### src/rtl/burst_pkg.sv
package burst_pkg;

   typedef enum logic [1:0] {
      ORD_LINEAR     = 2'b00,
      ORD_INTERLEAVE = 2'b01,
      ORD_CONT       = 2'b10,
      ORD_CONT_ALT   = 2'b11
   } burst_order_e;

   typedef enum logic [1:0] {
      SEQ_IDLE,
      SEQ_WAIT,
      SEQ_STREAM
   } seq_state_e;

   typedef struct packed {
      logic         sync_en;
      burst_order_e order;
      logic [1:0]   wrap_sel;
   } burst_cfg_t;

   function automatic logic is_continuous(burst_order_e o);
      return o[1];
   endfunction

endpackage

### src/rtl/burst_cfg_reg.sv
module burst_cfg_reg
   import burst_pkg::*;
#(
   parameter int LAT_W   = 4,
   parameter int DEF_LAT = 2
) (
   input  logic             clk,
   input  logic             rst_n,
   input  logic             we,
   input  logic             sync_en_in,
   input  logic [1:0]       order_in,
   input  logic [1:0]       wrap_in,
   input  logic [LAT_W-1:0] lat_in,
   output burst_cfg_t       cfg_o,
   output logic [LAT_W-1:0] lat_o
);

   always_ff @(posedge clk) begin
      if (!rst_n) begin
         cfg_o.sync_en  <= 1'b0;
         cfg_o.order    <= ORD_LINEAR;
         cfg_o.wrap_sel <= 2'd0;
         lat_o          <= LAT_W'(DEF_LAT);
      end else if (we) begin
         cfg_o.sync_en  <= sync_en_in;
         cfg_o.order    <= burst_order_e'(order_in);
         cfg_o.wrap_sel <= wrap_in;
         lat_o          <= lat_in;
      end
   end

endmodule

### src/rtl/burst_addr_gen.sv
module burst_addr_gen
   import burst_pkg::*;
#(
   parameter int ADDR_W = 8
) (
   input  logic [ADDR_W-1:0] start,
   input  logic [ADDR_W-1:0] step,
   input  burst_order_e      order,
   input  logic [1:0]        wrap_sel,
   output logic [ADDR_W-1:0] addr
);

   localparam logic [ADDR_W-1:0] MIN_BLOCK = ADDR_W'(4);

   logic [ADDR_W-1:0] blk_mask;
   logic [ADDR_W-1:0] sum;

   always_comb begin
      blk_mask = (MIN_BLOCK << wrap_sel) - 1'b1;
      sum      = start + step;
      if (is_continuous(order))
         addr = sum;
      else if (order == ORD_INTERLEAVE)
         addr = (start & ~blk_mask) | ((start ^ step) & blk_mask);
      else
         addr = (start & ~blk_mask) | (sum & blk_mask);
   end

endmodule

### src/rtl/burst_word_array.sv
module burst_word_array #(
   parameter int ADDR_W = 8,
   parameter int DATA_W = 16
) (
   input  logic [ADDR_W-1:0] addr,
   output logic [DATA_W-1:0] data
);

   for (genvar i = 0; i < DATA_W; i++) begin : g_bit
      assign data[i] = addr[i % ADDR_W] ^ 1'((i / ADDR_W) % 2);
   end

endmodule

### src/rtl/burst_read_seq.sv
module burst_read_seq
   import burst_pkg::*;
#(
   parameter int ADDR_W  = 8,
   parameter int DATA_W  = 16,
   parameter int LAT_W   = 4,
   parameter int DEF_LAT = 2
) (
   input  logic              clk,
   input  logic              rst_n,
   input  logic              cfg_we,
   input  logic              cfg_sync_en,
   input  logic [1:0]        cfg_mode,
   input  logic [1:0]        cfg_wrap,
   input  logic [LAT_W-1:0]  cfg_latency,
   input  logic              chip_en_n,
   input  logic              addr_strobe_n,
   input  logic [ADDR_W-1:0] start_addr,
   output logic              rd_valid,
   output logic [ADDR_W-1:0] word_addr,
   output logic [DATA_W-1:0] rd_data
);

   localparam int MAX_BLOCK_BITS = 5;

   if (ADDR_W < MAX_BLOCK_BITS) begin : g_addr_too_narrow
      $error("burst_read_seq: ADDR_W must hold a 32-word block");
   end
   if (LAT_W < 1 || DEF_LAT >= (1 << LAT_W)) begin : g_bad_latency
      $error("burst_read_seq: DEF_LAT does not fit LAT_W");
   end

   burst_cfg_t        cfg_q;
   logic [LAT_W-1:0]  lat_q;
   logic              sync_on;
   seq_state_e        state;
   logic [LAT_W-1:0]  wait_cnt;
   logic [ADDR_W-1:0] step_q;
   logic [ADDR_W-1:0] next_step;
   logic [ADDR_W-1:0] start_q;
   burst_order_e      order_q;
   logic [1:0]        wrap_q;
   logic [ADDR_W-1:0] gen_addr;

   burst_cfg_reg #(.LAT_W(LAT_W), .DEF_LAT(DEF_LAT)) u_cfg (
      .clk        (clk),
      .rst_n      (rst_n),
      .we         (cfg_we),
      .sync_en_in (cfg_sync_en),
      .order_in   (cfg_mode),
      .wrap_in    (cfg_wrap),
      .lat_in     (cfg_latency),
      .cfg_o      (cfg_q),
      .lat_o      (lat_q)
   );

   assign sync_on = cfg_q.sync_en;

   always_comb next_step = (state == SEQ_STREAM) ? step_q + 1'b1 : '0;

   burst_addr_gen #(.ADDR_W(ADDR_W)) u_gen (
      .start    (start_q),
      .step     (next_step),
      .order    (order_q),
      .wrap_sel (wrap_q),
      .addr     (gen_addr)
   );

   always_ff @(posedge clk) begin
      if (!rst_n) begin
         state     <= SEQ_IDLE;
         rd_valid  <= 1'b0;
         word_addr <= '0;
         wait_cnt  <= '0;
         step_q    <= '0;
         start_q   <= '0;
         order_q   <= ORD_LINEAR;
         wrap_q    <= 2'd0;
      end else if (chip_en_n || !sync_on) begin
         state    <= SEQ_IDLE;
         rd_valid <= 1'b0;
      end else if (!addr_strobe_n) begin
         state    <= SEQ_WAIT;
         rd_valid <= 1'b0;
         start_q  <= start_addr;
         order_q  <= cfg_q.order;
         wrap_q   <= cfg_q.wrap_sel;
         wait_cnt <= (lat_q == '0) ? LAT_W'(1) : lat_q;
      end else begin
         case (state)
            SEQ_WAIT: begin
               if (wait_cnt <= LAT_W'(1)) begin
                  state     <= SEQ_STREAM;
                  rd_valid  <= 1'b1;
                  step_q    <= next_step;
                  word_addr <= gen_addr;
               end else begin
                  wait_cnt <= wait_cnt - 1'b1;
               end
            end
            SEQ_STREAM: begin
               rd_valid  <= 1'b1;
               step_q    <= next_step;
               word_addr <= gen_addr;
            end
            default: rd_valid <= 1'b0;
         endcase
      end
   end

   burst_word_array #(.ADDR_W(ADDR_W), .DATA_W(DATA_W)) u_array (
      .addr (word_addr),
      .data (rd_data)
   );

endmodule

### config.mk
export PLATFORM = sky130hd
export DESIGN_NAME = burst_read_seq
export DESIGN_NICKNAME = d
export VERILOG_FILES = /design/src/rtl/burst_pkg.sv /design/src/rtl/burst_cfg_reg.sv /design/src/rtl/burst_addr_gen.sv /design/src/rtl/burst_word_array.sv /design/src/rtl/burst_read_seq.sv
export SDC_FILE = /design/constraint.sdc
export NUM_CORES = 1
export LEC_CHECK = 0
export BUFFER_PORTS_ARGS = -buffer_cell sky130_fd_sc_hd__buf_4
export CAP_MARGIN = 40
export CORE_UTILIZATION = 25
export DETAILED_ROUTE_END_ITERATION = 8
export HOLD_SLACK_MARGIN = 0.12
export SETUP_SLACK_MARGIN = 0.4
export SYNTH_ARGS = -nofsm -noshare
export SYNTH_HDL_FRONTEND = slang
export SYNTH_SLANG_ARGS = --single-unit
export TNS_END_PERCENT = 20
### constraint.sdc
create_clock -name clk -period 6.4 [get_ports clk]
set_input_delay 0.96 -clock clk [delete_from_list [all_inputs] [get_ports clk]]
set_output_delay 0.96 -clock clk [all_outputs]
set_load 0.05 [all_outputs]
==> summary.txt <==
Cells and area
  – Post-route cell area: 0.00296 mm²
  – Fillers: 1034
  – Most frequent cells in the layout: buf_4 (48), nor2_1 (47), dfxtp_1 (44)
  – Ant. Diodes: 0
  – Most common cell after layout, fill and taps aside: buf_4
  – Area growth from synthesis to layout: 21.0%
  – Post-layout nets: 377
  – Fraction of layout cells with a size suffix above 1: 18.1%
  – Final Non-Filler Cells: 472
  – Footprint of the multi-input gates: 0.00137 mm²
  – Reg area: 881 µm²

STA
  – Fmax: 386 MHz
  – Min Tclk post-route: 2.59 ns
  – Worst slew pin tran: 0.553 ns
  – Hold Vio Cnt, Final: 0
  – RSZ-0062 raised after global routing: no
  – Post-route setup slack: 3.81 ns
  – Slew HR: 63.1%
  – Setup-failing EPs final: 0
  – Slew Limit Fails: 0
  – Setup TNS: 0 ns
  – Final worst-path cycle share: 40.4%
  – Clock Skews: 0.00812 ns

Synth
  – Synth Flop Type: dfxtp_1
  – Ys async rst share: 0%
  – Sequential share of the synthesized area: 36.0%
  – Synth cell types: 44
  – Synth warn: 0
  – Yosys reg bits: 44
  – EDFF count, synth: 0
  – Cell Area, Synth: 0.00245 mm²
  – Avg Cell Area, Syn: 7.95 µm²
  – Post-synthesis cell count: 308
  – Post-synth net total: 343

CTS
  – Number of gates resized after CTS: 0
  – Num CTS Buffers: 5
  – CTS sink count: 44
  – H-tree levels: 2
  – Worst-path clk slew: 0.08 ns
  – Post-CTS setup buffer count: 0
  – Clock tree root buffer cell: clkbuf_8
  – CTS Hold Bufs: 0
  – Clk buf depth: 2
  – CTS tree: done
  – Skew-Pair Late Insertion Delay: 0.31 ns

GRT
  – Total gr overflow: 0
  – GRT busiest layer: met2
  – Met3 usage: 2.08%
  – Initial antenna violation count: 0
  – Number of global-route vias before repair: 1984
  – Largest net degree at the start of global routing: 30
  – GRT Resource Usage Total: 11.9%
  – First-pass GRT wire length: 9.30 mm
  – Global routing met1 resource utilization: 15.3%
  – Met2 usage: 19.3%

Worst setup path
  – Crit Path Category: flip-flop to flip-flop
  – WP data arrival: 2.78 ns
  – Setup slack, reg-to-reg: 3.81 ns
  – CP required: 6.59 ns
  – CP Launch Type: flip-flop
  – CP Capture Type: flip-flop
  – Worst Path Max Fanout: 7

Routing
  – Initial DRC Count: 128
  – Via-to-Cell Ratio: 4.49
  – Per-cell routed wire length: 12.0 µm
  – # DRC: 0
  – Post-route ant nets: 0
  – Vias: 2118
  – Drt first pass iters: 4
  – WL final: 5.67 mm

Floorplan
  – Core Region: 0.00937 mm²
  – # rows: 35
  – Num ports: 47
  – Starting density of the core: 26.1%
  – Die width: 101 µm
  – Die area: 0.0102 mm²
  – Die Y: 101 µm

Placement
  – GPL Wtd Cong: 0.795
  – Port Buffers: 46
  – Cell Area, Placed: 0.00285 mm²
  – Post-Place Setup Slack: 3.77 ns
  – DP Wirelength: 4.27 mm
  – DP Cell Count: 464

Job
  – Max Cap Viol: 0

Worst hold path
  – Min-Delay Path Class: flip-flop to flip-flop

Outcome
  – Status: finished, final reports clean

Pwr
  – VDD IR-drop max: 0.0000842 V
  – Static leakage: 1.16 nW
  – PwrDens: 179 mW/mm²
==> layer usage <==
layer	part of all wire [%]	up-vias
li1	-	1113
met1	50	956
met2	45	40
met3	2.9	9
met4	1.8	0
met5	0	-
==> flip-flops by register name (all words and copies together), names as in the netlist <==
name / flops
u_cfg.lat_o: 4
step_q: 8
word_addr: 8
wrap_q: 2
u_cfg.cfg_o: 5
wait_cnt: 4
order_q: 2
rd_valid: 1
state: 2
start_q: 8
==> critical path: stages (launching register included) <==
cell     delay [ns]
dfxtp_1        0.40
ha_1           0.23
nand3_1        0.13
xor2_1         0.16
nor2_1         0.22
ha_1           0.35
nor3_1         0.21
nor3b_1        0.07
o22ai_1        0.17
xor2_1         0.19
mux2_1         0.34
==> synthesized netlist by cell type, types with 2 or more instances <==
library cell,count,area (µm²)
nand3_1,6,30.0
nor2_1,47,176
dfxtp_1,44,881
a211oi_1,7,52.6
mux2i_1,21,210
a21o_1,4,30.0
nand2b_1,3,18.8
o21ai_0,14,70.1
nor3_1,6,30.0
nor3b_1,2,15.0
nor4_1,2,12.5
o211a_1,2,20.0
nand2_1,33,124
xor2_1,5,43.8
clkbuf_1,9,33.8
or3_1,3,18.8
buf_2,2,10.0
buf_4,9,67.6
a31oi_1,4,25.0
or2_2,2,12.5
a21oi_1,27,135
o22ai_1,2,12.5
ha_1,12,150
inv_1,22,82.6
==> kinds of logic (layout without fill, tap and decap cells) <==
| logic type | count (synthesis) | in the layout | synth area share, % |
|---|---|---|---|
| buf+inv | 43 | 78 | 8.08 |
| flops | 44 | 44 | 36.0 |
| mux | 22 | 22 | 9.05 |
| simple gates | 111 | 111 | 20.1 |
| xor+xnor | 6 | 6 | 2.15 |
| compound gates | 69 | 69 | 17.7 |
| fa+ha+maj | 13 | 13 | 6.95 |
==> where the power goes <==
part	switching, mW	internal [mW]	leakage [nW]
Clock	0.0948	0.116	0.0552
Combinational	0.0191	0.0186	0.746
Sequential	0.00411	0.279	0.357
==> stage by stage <==
step	hold slack [ns]	utilization (%)	total power, mW
floorplan	0.441	-	0.311
global placement	0.458	30.5	0.326
detailed placement	0.467	30.5	0.327
CTS	0.479	31.6	0.536
global route	0.512	31.6	0.555
finish	0.477	31.6	0.531
==> path summary, 6_finish.rpt <==
path	startpoint	to	cells past startpoint
worst min-delay path	step_q[7]$_SDFFE_PN0P_	step_q[7]$_SDFFE_PN0P_	2
worst max-delay path	step_q[0]$_SDFFE_PN0P_	word_addr[7]$_SDFFE_PN0P_	10
worst min register to register	step_q[7]$_SDFFE_PN0P_	step_q[7]$_SDFFE_PN0P_	2
worst max register to register	step_q[0]$_SDFFE_PN0P_	word_addr[7]$_SDFFE_PN0P_	10
==> cell type report <==
cell class,count,area share [%]
multi-input combinational,221,46.2
clock inverter,2,1.18
timing repair buffer,48,12.2
sequential,44,29.7
clock buffer,6,2.45
tap,129,5.45
inverter,22,2.79
(Power assumes the default switching activity.)
